[src/rtl/sertx_pkg.sv]
package sertx_pkg;

    localparam int DATA_MAX  = 9;
    localparam int FRAME_MAX = DATA_MAX + 4;
    localparam int CNT_W     = $clog2(FRAME_MAX + 1);

    typedef enum logic [2:0] {
        PAR_EVEN = 3'd0,
        PAR_ODD  = 3'd1,
        PAR_ZERO = 3'd2,
        PAR_ONE  = 3'd3,
        PAR_NONE = 3'd4
    } par_kind_e;

    typedef struct packed {
        logic [1:0] len;
        logic       nine;
        logic [2:0] par;
        logic       msb_first;
        logic [1:0] stop;
        logic       sync;
    } tx_cfg_t;

    typedef struct packed {
        logic [FRAME_MAX-1:0] bits;
        logic [CNT_W-1:0]     nbits;
        logic                 half_stop;
        logic                 sync;
    } frame_t;

    function automatic par_kind_e par_kind(logic [2:0] code);
        case (code)
            3'd0:    return PAR_EVEN;
            3'd1:    return PAR_ODD;
            3'd2:    return PAR_ZERO;
            3'd3:    return PAR_ONE;
            default: return PAR_NONE;
        endcase
    endfunction

    function automatic int data_width(tx_cfg_t c);
        return c.nine ? DATA_MAX : 5 + int'(c.len);
    endfunction

    function automatic frame_t build_frame(tx_cfg_t c, logic [DATA_MAX-1:0] d);
        frame_t              f;
        int                  w;
        int                  nstop;
        logic                has_par;
        logic                p;
        logic [DATA_MAX-1:0] mask;
        par_kind_e           k;
        w       = data_width(c);
        k       = par_kind(c.par);
        mask    = {DATA_MAX{1'b1}} >> (DATA_MAX - w);
        has_par = (k != PAR_NONE);
        case (k)
            PAR_EVEN: p = ^(d & mask);
            PAR_ODD:  p = ~^(d & mask);
            PAR_ONE:  p = 1'b1;
            default:  p = 1'b0;
        endcase
        f.bits    = '1;
        f.bits[0] = 1'b0;
        for (int i = 0; i < DATA_MAX; i++) begin
            if (i < w) f.bits[1+i] = c.msb_first ? d[w-1-i] : d[i];
        end
        if (has_par) f.bits[1+w] = p;
        if (c.stop[1])                        nstop = 2;
        else if (c.stop[0] && !c.sync)        nstop = 2;
        else                                  nstop = 1;
        f.nbits     = CNT_W'(1 + w + int'(has_par) + nstop);
        f.half_stop = (c.stop == 2'd1) && !c.sync;
        f.sync      = c.sync;
        return f;
    endfunction

endpackage

[src/rtl/sertx_framer.sv]
module sertx_framer
    import sertx_pkg::*;
(
    input  tx_cfg_t               cfg,
    input  logic [DATA_MAX-1:0]   data,
    output frame_t                frame
);
    always_comb frame = build_frame(cfg, data);
endmodule

[src/rtl/sertx_hold.sv]
module sertx_hold
    import sertx_pkg::*;
(
    input  logic                clk,
    input  logic                rst,
    input  logic                enable,
    input  logic                wr_en,
    input  logic [DATA_MAX-1:0] wr_data,
    input  logic                take,
    output logic                full,
    output logic [DATA_MAX-1:0] data
);
    logic accept;
    assign accept = wr_en && enable && !full;

    always_ff @(posedge clk) begin
        if (rst || !enable) begin
            full <= 1'b0;
            data <= '0;
        end else if (take) begin
            full <= 1'b0;
        end else if (accept) begin
            full <= 1'b1;
            data <= wr_data;
        end
    end
endmodule

[src/rtl/sertx_shift.sv]
module sertx_shift
    import sertx_pkg::*;
#(
    parameter int OVS = 16
) (
    input  logic   clk,
    input  logic   rst,
    input  logic   enable,
    input  logic   tick,
    input  logic   load,
    input  frame_t frame,
    output logic   txd,
    output logic   busy,
    output logic   can_load
);
    localparam int SUB_W = $clog2(OVS);
    localparam int HALF  = OVS / 2;

    logic [FRAME_MAX-1:0] shreg;
    logic [CNT_W-1:0]     left;
    logic [SUB_W-1:0]     sub;
    logic [SUB_W-1:0]     lim;
    logic                 sync_q;
    logic                 half_q;
    logic                 last;
    logic                 bit_end;

    assign last     = (left == '0);
    assign lim      = sync_q ? '0 : ((last && half_q) ? SUB_W'(HALF - 1) : SUB_W'(OVS - 1));
    assign bit_end  = busy && tick && (sub == lim);
    assign can_load = !busy || (bit_end && last);

    always_ff @(posedge clk) begin
        if (rst || !enable) begin
            busy   <= 1'b0;
            txd    <= 1'b1;
            shreg  <= '1;
            left   <= '0;
            sub    <= '0;
            sync_q <= 1'b0;
            half_q <= 1'b0;
        end else if (load) begin
            busy   <= 1'b1;
            txd    <= frame.bits[0];
            shreg  <= frame.bits >> 1;
            left   <= frame.nbits - CNT_W'(1);
            sub    <= '0;
            sync_q <= frame.sync;
            half_q <= frame.half_stop;
        end else if (busy && tick) begin
            if (bit_end) begin
                sub <= '0;
                if (last) begin
                    busy <= 1'b0;
                    txd  <= 1'b1;
                end else begin
                    txd   <= shreg[0];
                    shreg <= {1'b1, shreg[FRAME_MAX-1:1]};
                    left  <= left - CNT_W'(1);
                end
            end else begin
                sub <= sub + SUB_W'(1);
            end
        end
    end
endmodule

[src/rtl/sertx_core.sv]
module sertx_core
    import sertx_pkg::*;
#(
    parameter int OVS = 16
) (
    input  logic       clk,
    input  logic       rst,
    input  logic       enable,
    input  logic       tick,
    input  logic [1:0] cfg_len,
    input  logic       cfg_nine,
    input  logic [2:0] cfg_par,
    input  logic       cfg_msb_first,
    input  logic [1:0] cfg_stop,
    input  logic       cfg_sync,
    input  logic       wr_en,
    input  logic [8:0] wr_data,
    output logic       txd,
    output logic       rdy,
    output logic       empty
);
    tx_cfg_t             cfg;
    frame_t              frame;
    logic                hold_full;
    logic [DATA_MAX-1:0] hold_data;
    logic                busy;
    logic                can_load;
    logic                load;

    assign cfg   = '{len: cfg_len, nine: cfg_nine, par: cfg_par, msb_first: cfg_msb_first,
                     stop: cfg_stop, sync: cfg_sync};
    assign load  = enable && tick && hold_full && can_load;
    assign rdy   = enable && !hold_full;
    assign empty = enable && !hold_full && !busy;

    sertx_hold u_hold (
        .clk(clk), .rst(rst), .enable(enable), .wr_en(wr_en), .wr_data(wr_data),
        .take(load), .full(hold_full), .data(hold_data)
    );

    sertx_framer u_framer (.cfg(cfg), .data(hold_data), .frame(frame));

    sertx_shift #(.OVS(OVS)) u_shift (
        .clk(clk), .rst(rst), .enable(enable), .tick(tick), .load(load),
        .frame(frame), .txd(txd), .busy(busy), .can_load(can_load)
    );
endmodule

[config.mk]
export PLATFORM = sky130hd
export DESIGN_NAME = sertx_core
export DESIGN_NICKNAME = d
export VERILOG_FILES = /design/src/rtl/sertx_pkg.sv /design/src/rtl/sertx_framer.sv /design/src/rtl/sertx_hold.sv /design/src/rtl/sertx_shift.sv /design/src/rtl/sertx_core.sv
export SDC_FILE = /design/constraint.sdc
export NUM_CORES = 1
export LEC_CHECK = 0
export ABC_AREA = 1
export CELL_PAD_IN_SITES_DETAIL_PLACEMENT = 0
export CELL_PAD_IN_SITES_GLOBAL_PLACEMENT = 1
export CORE_ASPECT_RATIO = 1.2
export CORE_MARGIN = 1.5
export CORE_UTILIZATION = 34
export DETAILED_ROUTE_END_ITERATION = 8
export GPL_ROUTABILITY_DRIVEN = 0
export GPL_TIMING_DRIVEN = 0
export PLACE_DENSITY = 0.7
export RECOVER_POWER = 50
export SLEW_MARGIN = 20
export SYNTH_ARGS = -nofsm -noshare
export SYNTH_HDL_FRONTEND = slang
export SYNTH_SLANG_ARGS = --single-unit
[constraint.sdc]
create_clock -name clk -period 3.9 [get_ports clk]
set_input_delay 0.975 -clock clk [delete_from_list [all_inputs] [get_ports clk]]
set_output_delay 0.975 -clock clk [all_outputs]
set_load 0.01 [all_outputs]
# Yosys cells after proc, flatten, opt, wreduce, memory -nomap -nowiden

Index checks and enable logic that the tools add are counted.
W data, S select, Z words.

Bits in registers: 35
Output and inout bits: 3

Add/subtract/negate cells: 17
Shifts and indexed selects: 1
Reduce and logical (&&, ||, !) cells: 33
Order comparisons: 20
Bitwise logic cells: 2
Eq/ne operators: 9
Mux-type cells: 73

Operators with widths:

| operator                | number |
|---|---|
| $lt A32 B6 Y1 const B   | 10 |
| $lt A4 B32 Y1 const A   | 4 |
| $sub A32 B4 Y32 const B | 4 |
| $mux W13                | 5 |
| $lt A3 B32 Y1 const A   | 2 |
| $sub A32 B2 Y32 const B | 2 |
| $sub A32 B3 Y32 const B | 2 |
| $mux W1                 | 45 |
| $bmux W1 S4             | 9 |
| $add A2 B32 Y32 const A | 1 |
| $ge A32 B1 Y1 const B   | 1 |
| $lt A1 B32 Y1 const A   | 1 |
| $lt A2 B32 Y1 const A   | 1 |
| $lt A5 B32 Y1 const A   | 1 |
| $mux W32                | 1 |
| $shr A9 B32 Y9 const A  | 1 |
| $sub A32 B5 Y32 const B | 1 |
| $sub A5 B32 Y32 const A | 1 |
| $mux W4                 | 7 |
| $logic_and A1 B1 Y1     | 14 |
| $bwmux W13              | 1 |
| $pmux W3 S4             | 1 |
| $and A9 B9 Y9           | 1 |
| $eq A3 B2 Y1 const B    | 3 |
| other kinds (24)        | 36 |

# Depth between registers and ports, before layout

Depth in word-level cells: 12
Gate-level depth with buffers: 25

# Cells and area by module

A second synthesis with hierarchy kept.

Cells, all modules: 494
Area, all modules: 3108.0 um^2

Modules (own cells, without submodules):

| module       | area an instance (um^2) | instances | cells each |
|---|---|---|---|
| sertx_shift  | 1441.4                  | 1         | 197 |
| sertx_framer | 1159.9                  | 1         | 223 |
| sertx_hold   | 478.0                   | 1         | 67 |
| sertx_core   | 28.8                    | 1         | 7 |

# Worst setup path after synthesis

No wires, ideal clock.

Path kind: input-to-reg
Start: input cfg_len[0]
End: register u_shift.shreg[11]
Path buffers: 0
Setup slack: 0.518 ns
Stages: 21
Arrival: 3.249 ns
Cell sequence: ha_1 > nor2_1 > inv_1 > ha_1 > inv_1 > ha_1 > inv_1 > nor2_1 > inv_1 > nor2_1 > nand3_1 > nand2_1 > nand2_1 > nand2_1 > nand2_1 > nand2_2 > nand3_2 > nand2_2 > nand2_2 > o21ai_1 > nand3_1

Longest elaborated chain between the ends: 10
Elaborated cells between the ends (all ways): 17
Those cells by class: add/sub: 3; order compare: 2; shift: 1; mux: 7; bitwise: 1; reduce/logical: 3

Ends and longest elaborated chain:

| item                                                                       | RTL line                                          | RTL |
|---|---|---|
| start: declaration                                                         | sertx_core.sv:10                                  | `input logic [1:0] cfg_len,` |
| $add A3 B2 Y4 (*)                                                          | sertx_pkg.sv:42                                   | `return c.nine ? DATA_MAX : 5 + int'(c.len);` |
| $mux W32 (*)                                                               | sertx_pkg.sv:42                                   |  |
| $add A2 B32 Y32 or $sub A5 B32 Y32 (tied branches)                         | sertx_pkg.sv:68, sertx_pkg.sv:55                  |  |
| $ge A32 B1 Y1 (not written as such) (tied with other cells)                | sertx_pkg.sv:68                                   | `if (has_par) f.bits[1+w] = p;` |
| $logic_and A1 B1 Y1 (not written as such) or $and A9 B9 Y9 (tied branches) | sertx_pkg.sv:68, sertx_pkg.sv:58, sertx_pkg.sv:59 |  |
| $mux W1 (not written as such) (tied with other cells)                      | sertx_pkg.sv:68                                   |  |
| $demux W1 S4 or $pmux W1 S3 (tied branches)                                | -                                                 |  |
| $bwmux W13 (*)                                                             | sertx_pkg.sv:68                                   |  |
| $mux W13 (*)                                                               | sertx_pkg.sv:68                                   |  |
| $mux W13 (*)                                                               | sertx_shift.sv:42                                 | `end else if (load) begin` |
| end signal: assignment                                                     | sertx_shift.sv:45                                 | `shreg <= frame.bits >> 1;` |
| end signal: assignment                                                     | sertx_shift.sv:58                                 | `shreg <= {1'b1, shreg[FRAME_MAX-1:1]};` |
| end: declaration                                                           | sertx_shift.sv:19                                 | `logic [FRAME_MAX-1:0] shreg;` |

Mark *: on every way between the ends. The rest lies on a longest branch, timed or not.
A chain may end at the register's enable or synchronous reset.

# Worst setup path after layout

Start: input cfg_len[1]
End: register u_shift.txd

Longest elaborated chain between the ends: 10
Elaborated cells between the ends (all ways): 17
Those cells by class: add/sub: 3; order compare: 2; shift: 1; mux: 7; bitwise: 1; reduce/logical: 3

Ends and longest elaborated chain:

| item                                                                       | RTL line                                          | RTL |
|---|---|---|
| $add A3 B2 Y4 (*)                                                          | sertx_pkg.sv:42                                   |  |
| $mux W32 (*)                                                               | sertx_pkg.sv:42                                   |  |
| $add A2 B32 Y32 or $sub A5 B32 Y32 (tied branches)                         | sertx_pkg.sv:68, sertx_pkg.sv:55                  |  |
| $ge A32 B1 Y1 (not written as such) (tied with other cells)                | sertx_pkg.sv:68                                   |  |
| $logic_and A1 B1 Y1 (not written as such) or $and A9 B9 Y9 (tied branches) | sertx_pkg.sv:68, sertx_pkg.sv:58, sertx_pkg.sv:59 |  |
| $mux W1 (not written as such) (tied with other cells)                      | sertx_pkg.sv:68                                   |  |
| $demux W1 S4 or $pmux W1 S3 (tied branches)                                | -                                                 |  |
| $bwmux W13 (*)                                                             | sertx_pkg.sv:68                                   |  |
| $mux W13 (*)                                                               | sertx_pkg.sv:68                                   |  |
| $mux W1 (*)                                                                | sertx_shift.sv:42                                 |  |
| end signal: assignment                                                     | sertx_shift.sv:44                                 | `txd <= frame.bits[0];` |
| end signal: assignment                                                     | sertx_shift.sv:57                                 | `txd <= shreg[0];` |
| end: declaration                                                           | sertx_shift.sv:12                                 | `output logic txd,` |

Marked as above.

==> results.md <==
- The met3 demand-to-capacity share in global routing is 0.0240.
- The arrival time at the worst endpoint is around 3700 ps.
- The depth of the CTS H-tree is 2.
- The class of the tightest hold or removal check is reg -> reg.
- Clock tree synthesis found a total of 35 sinks.
- The worst hold path depth is 2.
- Dividing the detail-routed wire length by the instance count gives 14.0 um.
- The number of buffers between clock root and the deepest sink is 2.
- In the synthesized netlist the dominant register cell turns out to be dfxtp_1.
- The number of core rows is 36.
- Clock tree synthesis inserted a total of 5 buffers.
- Dividing the final minimum period by the clock period gives 0.908.
- Clock latency on the worst-skew pair, taken at its later pin, is 290 ps.
- The synthesized netlist cell count is 465.
- Counting I/O delays and the setup requirement, the final critical path takes approximately 3500 ps.
- The max-slew violation count is 0.
- The leakage dissipation is 1.51 nW.
- The maximum clock skew at final layout is 9.28 ps.
- The share of the synthesized area in the top cell type is 0.249.
- The total number of vias is 3017.
- At the pin with the least slew margin, the transition time is 528 ps.
- After routing the design area is ~3300 um2.
- For this run, the register share of the synthesized area comes to 0.249.
- In the global route stage, overall resource usage came out at 0.203.
- The total placed instance area is around 3200 um2.
- The clock tree from TritonCTS is yes.
- The die boundary width is 86.1 um.
- The count of routing violations after the opening detailed-route iteration is 109.
- The yosys synthesis warning count is 0.
- The maximum ir drop on the vdd rail is 0.000155 V.
- The first global-routing pass estimated around 14 mm of wire.
- The repair_antennas step left the layout with diodes totalling 0.
- The met2 track demand over resource in global routing is 0.383.
- The critical path starts at cfg_len[1].
- The number of hold violations in the final report is 0.
- After clock tree synthesis, the clock-pin slew on the worst setup and hold paths is ~70 ps.
- The maximum frequency from static timing analysis is 282 MHz.
- In this run the register-to-register setup slack is 1440 ps.
- In this run the power density over the cells is 260 nW/um2.
- When the netlist entered floorplanning its net count stood at 504.
- In this run, distinct cell masters in the synthesized netlist total 39.
- Summed over all nets, the half-perimeter wirelength after detailed placement is 6.78 mm.
- By startpoint and endpoint, the worst setup path is classified as in -> reg.
- The final-layout fill cell count is 898.
- The capturing point of the worst reg2reg path is u_shift.shreg[10]$_SDFFE_PP1P_.
- Each instance of the synthesized netlist takes up on average just over 6 um2.
- The logic depth of the worst register-to-register path is 12.
- In the final timing run, aggregate negative setup slack is 0 ps.
- The die covers 8840 um2.
- The number of synthesized register bits is 35.
- The buffer cell driving the clock tree root is clkbuf_8.
- The endpoint of the worst hold path is u_shift.shreg[3]$_SDFFE_PP1P_.
- The maximum fanout count along the critical path is 10.
- The worst relative slew slack is 0.644.
- In the routed design, unresolved DRC markers number 0.
- For this block, the routed nets add up to approximately 8.3 mm of wire.
- The flow ran to the end, and the final reports show no timing, DRC or antenna violations.
- The initial antenna violation count is 0.
- The startpoint of the tightest hold check path is u_shift.shreg[3]$_SDFFE_PP1P_.
- The most used routing layer in global routing is met2.
- The total area inside the core boundary comes to 8060 um2.
- The floorplan step set the die height to 103 um.
- The kind of launch point of the worst setup path is a primary input.
- In the global route stage, met1 resource usage came out at 0.228.
- The final layout net count is 537.
- The overflow left after global routing is 0.
- The ratio of routed vias to standard cells is 5.08.
- Of all flip-flops after synthesis, the portion carrying an async set or reset was 0.
- The worst register-to-register path begins at u_shift.left[0]$_SDFFE_PP0P_.
- For this design the top-level I/O count stands at 27.
- Setup violations remaining at the end of the flow were counted as 0.
- Of the cells placed in the final design, the portion with a size suffix greater than 1 is 0.0701.
- The area growth from synthesis to layout is 16.8%.
- After synthesis, the cell types taking the most area are dfxtp_1, nand2_1, inv_1.
- The initial cell density of the core is 0.349.
- Setup repair after global routing left no endpoint under its margin.
- The required time at the endpoint of the critical path is 4060 ps.
- The area of the mapped netlist is about 2800 um2.
- The quantity of I/O buffers inserted on ports is 26.
- The first detailed-routing pass took 4 iterations.
- The cell taking the most area after synthesis is dfxtp_1.
- STA classifies the critical path endpoint as a register.
- The number of global-route vias before repair is a little under 3000.
- Entering global routing, the biggest net connects 11 pins.
- The tool flagged a number of max-cap violations equal to 0.
- The synthesized design contains 0 enable-type register cells.
- The post-route antenna net violation count is 0.
==> repair_timing <==
action                     CTS  global route
setup buffers                0             0
resized for setup            6             8
pin swaps                    0             0
hold endpoints to repair     0             0
hold buffers                 0             0
setup endpoints to repair   10            10
==> registers in the layout (all words and copies together), names as in the netlist <==
register	flops
u_shift.half_q	1
u_shift.sync_q	1
u_shift.txd	1
u_shift.shreg	13
u_shift.sub	4
u_hold.data	9
u_hold.full	1
u_shift.busy	1
u_shift.left	4
==> final cells by class <==
type                            count  area [um2]  share of cell area
Buffer                             12        47.5              0.0145
Clock buffer                        7        76.3              0.0232
Multi-Input combinational cell    350        1830               0.557
Sequential cell                    35         701               0.213
Timing Repair Buffer               26         253              0.0768
Inverter                           68         255              0.0776
Tap cell                           95         119              0.0361
Clock inverter                      1        5.00             0.00152
==> layer usage <==
metal  up-vias  wire length [um]
met4         0               317
met2        40              4270
li1       1587                 -
met5         -                 0
met3        17               159
met1      1373              3570
==> critical path, cell delays in order <==
cell and delay [ps]:
clkbuf_2 140, ha_2 410, nand2_4 110, ha_1 420, inv_1 210, nand3_1 120
nor2_1 120, nand2_1 70, nand2_1 70, nand2_1 40, nand2_1 120, nand3_1 100
nand2_2 100, inv_2 40, nand2_2 80, nand3_2 70, nand2_2 140, nand2_2 90
nand3_1 110, nand2_1 70, nand2_1 50, nand2_1 40
==> synth_stat cells, types with 2 or more instances <==
library cell	n
nand2_1	128
inv_1	62
nand3_1	38
a21oi_1	35
dfxtp_1	35
o21ai_0	32
nor2_1	30
ha_1	14
o21ai_1	13
nor3_1	10
nand2_2	8
xor2_1	8
clkbuf_1	7
o211ai_1	7
inv_2	6
buf_2	3
nand4_1	3
o22ai_1	3
buf_1	2
nor4_1	2
==> placed cells by master (no fill, tap or decap), drive strengths merged, types with 2 or more instances in the layout <==
master / synthesis / layout
a21oi: 35 / 35
buf: 5 / 3
clkbuf: 7 / 18
clkdlybuf4s50: 0 / 20
dfxtp: 35 / 35
dlygate4sd3: 0 / 3
ha: 14 / 14
inv: 68 / 68
nand2: 137 / 137
nand3: 39 / 39
nand4: 4 / 4
nor2: 31 / 31
nor3: 10 / 10
nor4: 2 / 2
o211ai: 7 / 7
o21ai: 46 / 46
o22ai: 3 / 3
or2: 2 / 2
xor2: 8 / 8
==> power breakdown <==
group | internal [W] | total, W | leakage [nW] | switching [W]
Combinational | 0.0000846 | 0.000228 | 1.18 | 0.000143
Clock | 0.000125 | 0.000260 | 0.0422 | 0.000134
Sequential | 0.000362 | 0.000367 | 0.283 | 0.00000491
==> stage by stage <==
step           power [W]   util  hold WS [ps]  worst slack (ps)  std cells
2_1_floorplan   0.000522      -           437               518        465
6_report        0.000854  0.408           479               359        594
5_1_grt         0.000908  0.408           500              50.2        594
3_5_place_dp    0.000600  0.396           451              -646        586
3_3_place_gp    0.000598  0.396           452              -604        586
4_1_cts         0.000858  0.407           478              22.0        594
==> worst max path at each step <==
stage	cells after the start	endpoint
floorplan	21	u_shift.shreg[11]$_SDFFE_PP1P_
global placement	24	u_shift.txd$_SDFFE_PP1P_
detailed placement	24	u_shift.txd$_SDFFE_PP1P_
CTS	23	u_shift.txd$_SDFFE_PP1P_
global route	23	u_shift.txd$_SDFFE_PP1P_
finish	22	u_shift.txd$_SDFFE_PP1P_
==> logic make-up after synthesis <==
| family | after synthesis | synth area share |
|---|---|---|
| compound gates | 98 | 0.191 |
| buf+inv | 80 | 0.108 |
| fa+ha+maj | 15 | 0.0693 |
| flops | 35 | 0.249 |
| simple gates | 228 | 0.355 |
| xor+xnor | 9 | 0.0280 |
Power figures use the tool's default switching activity.
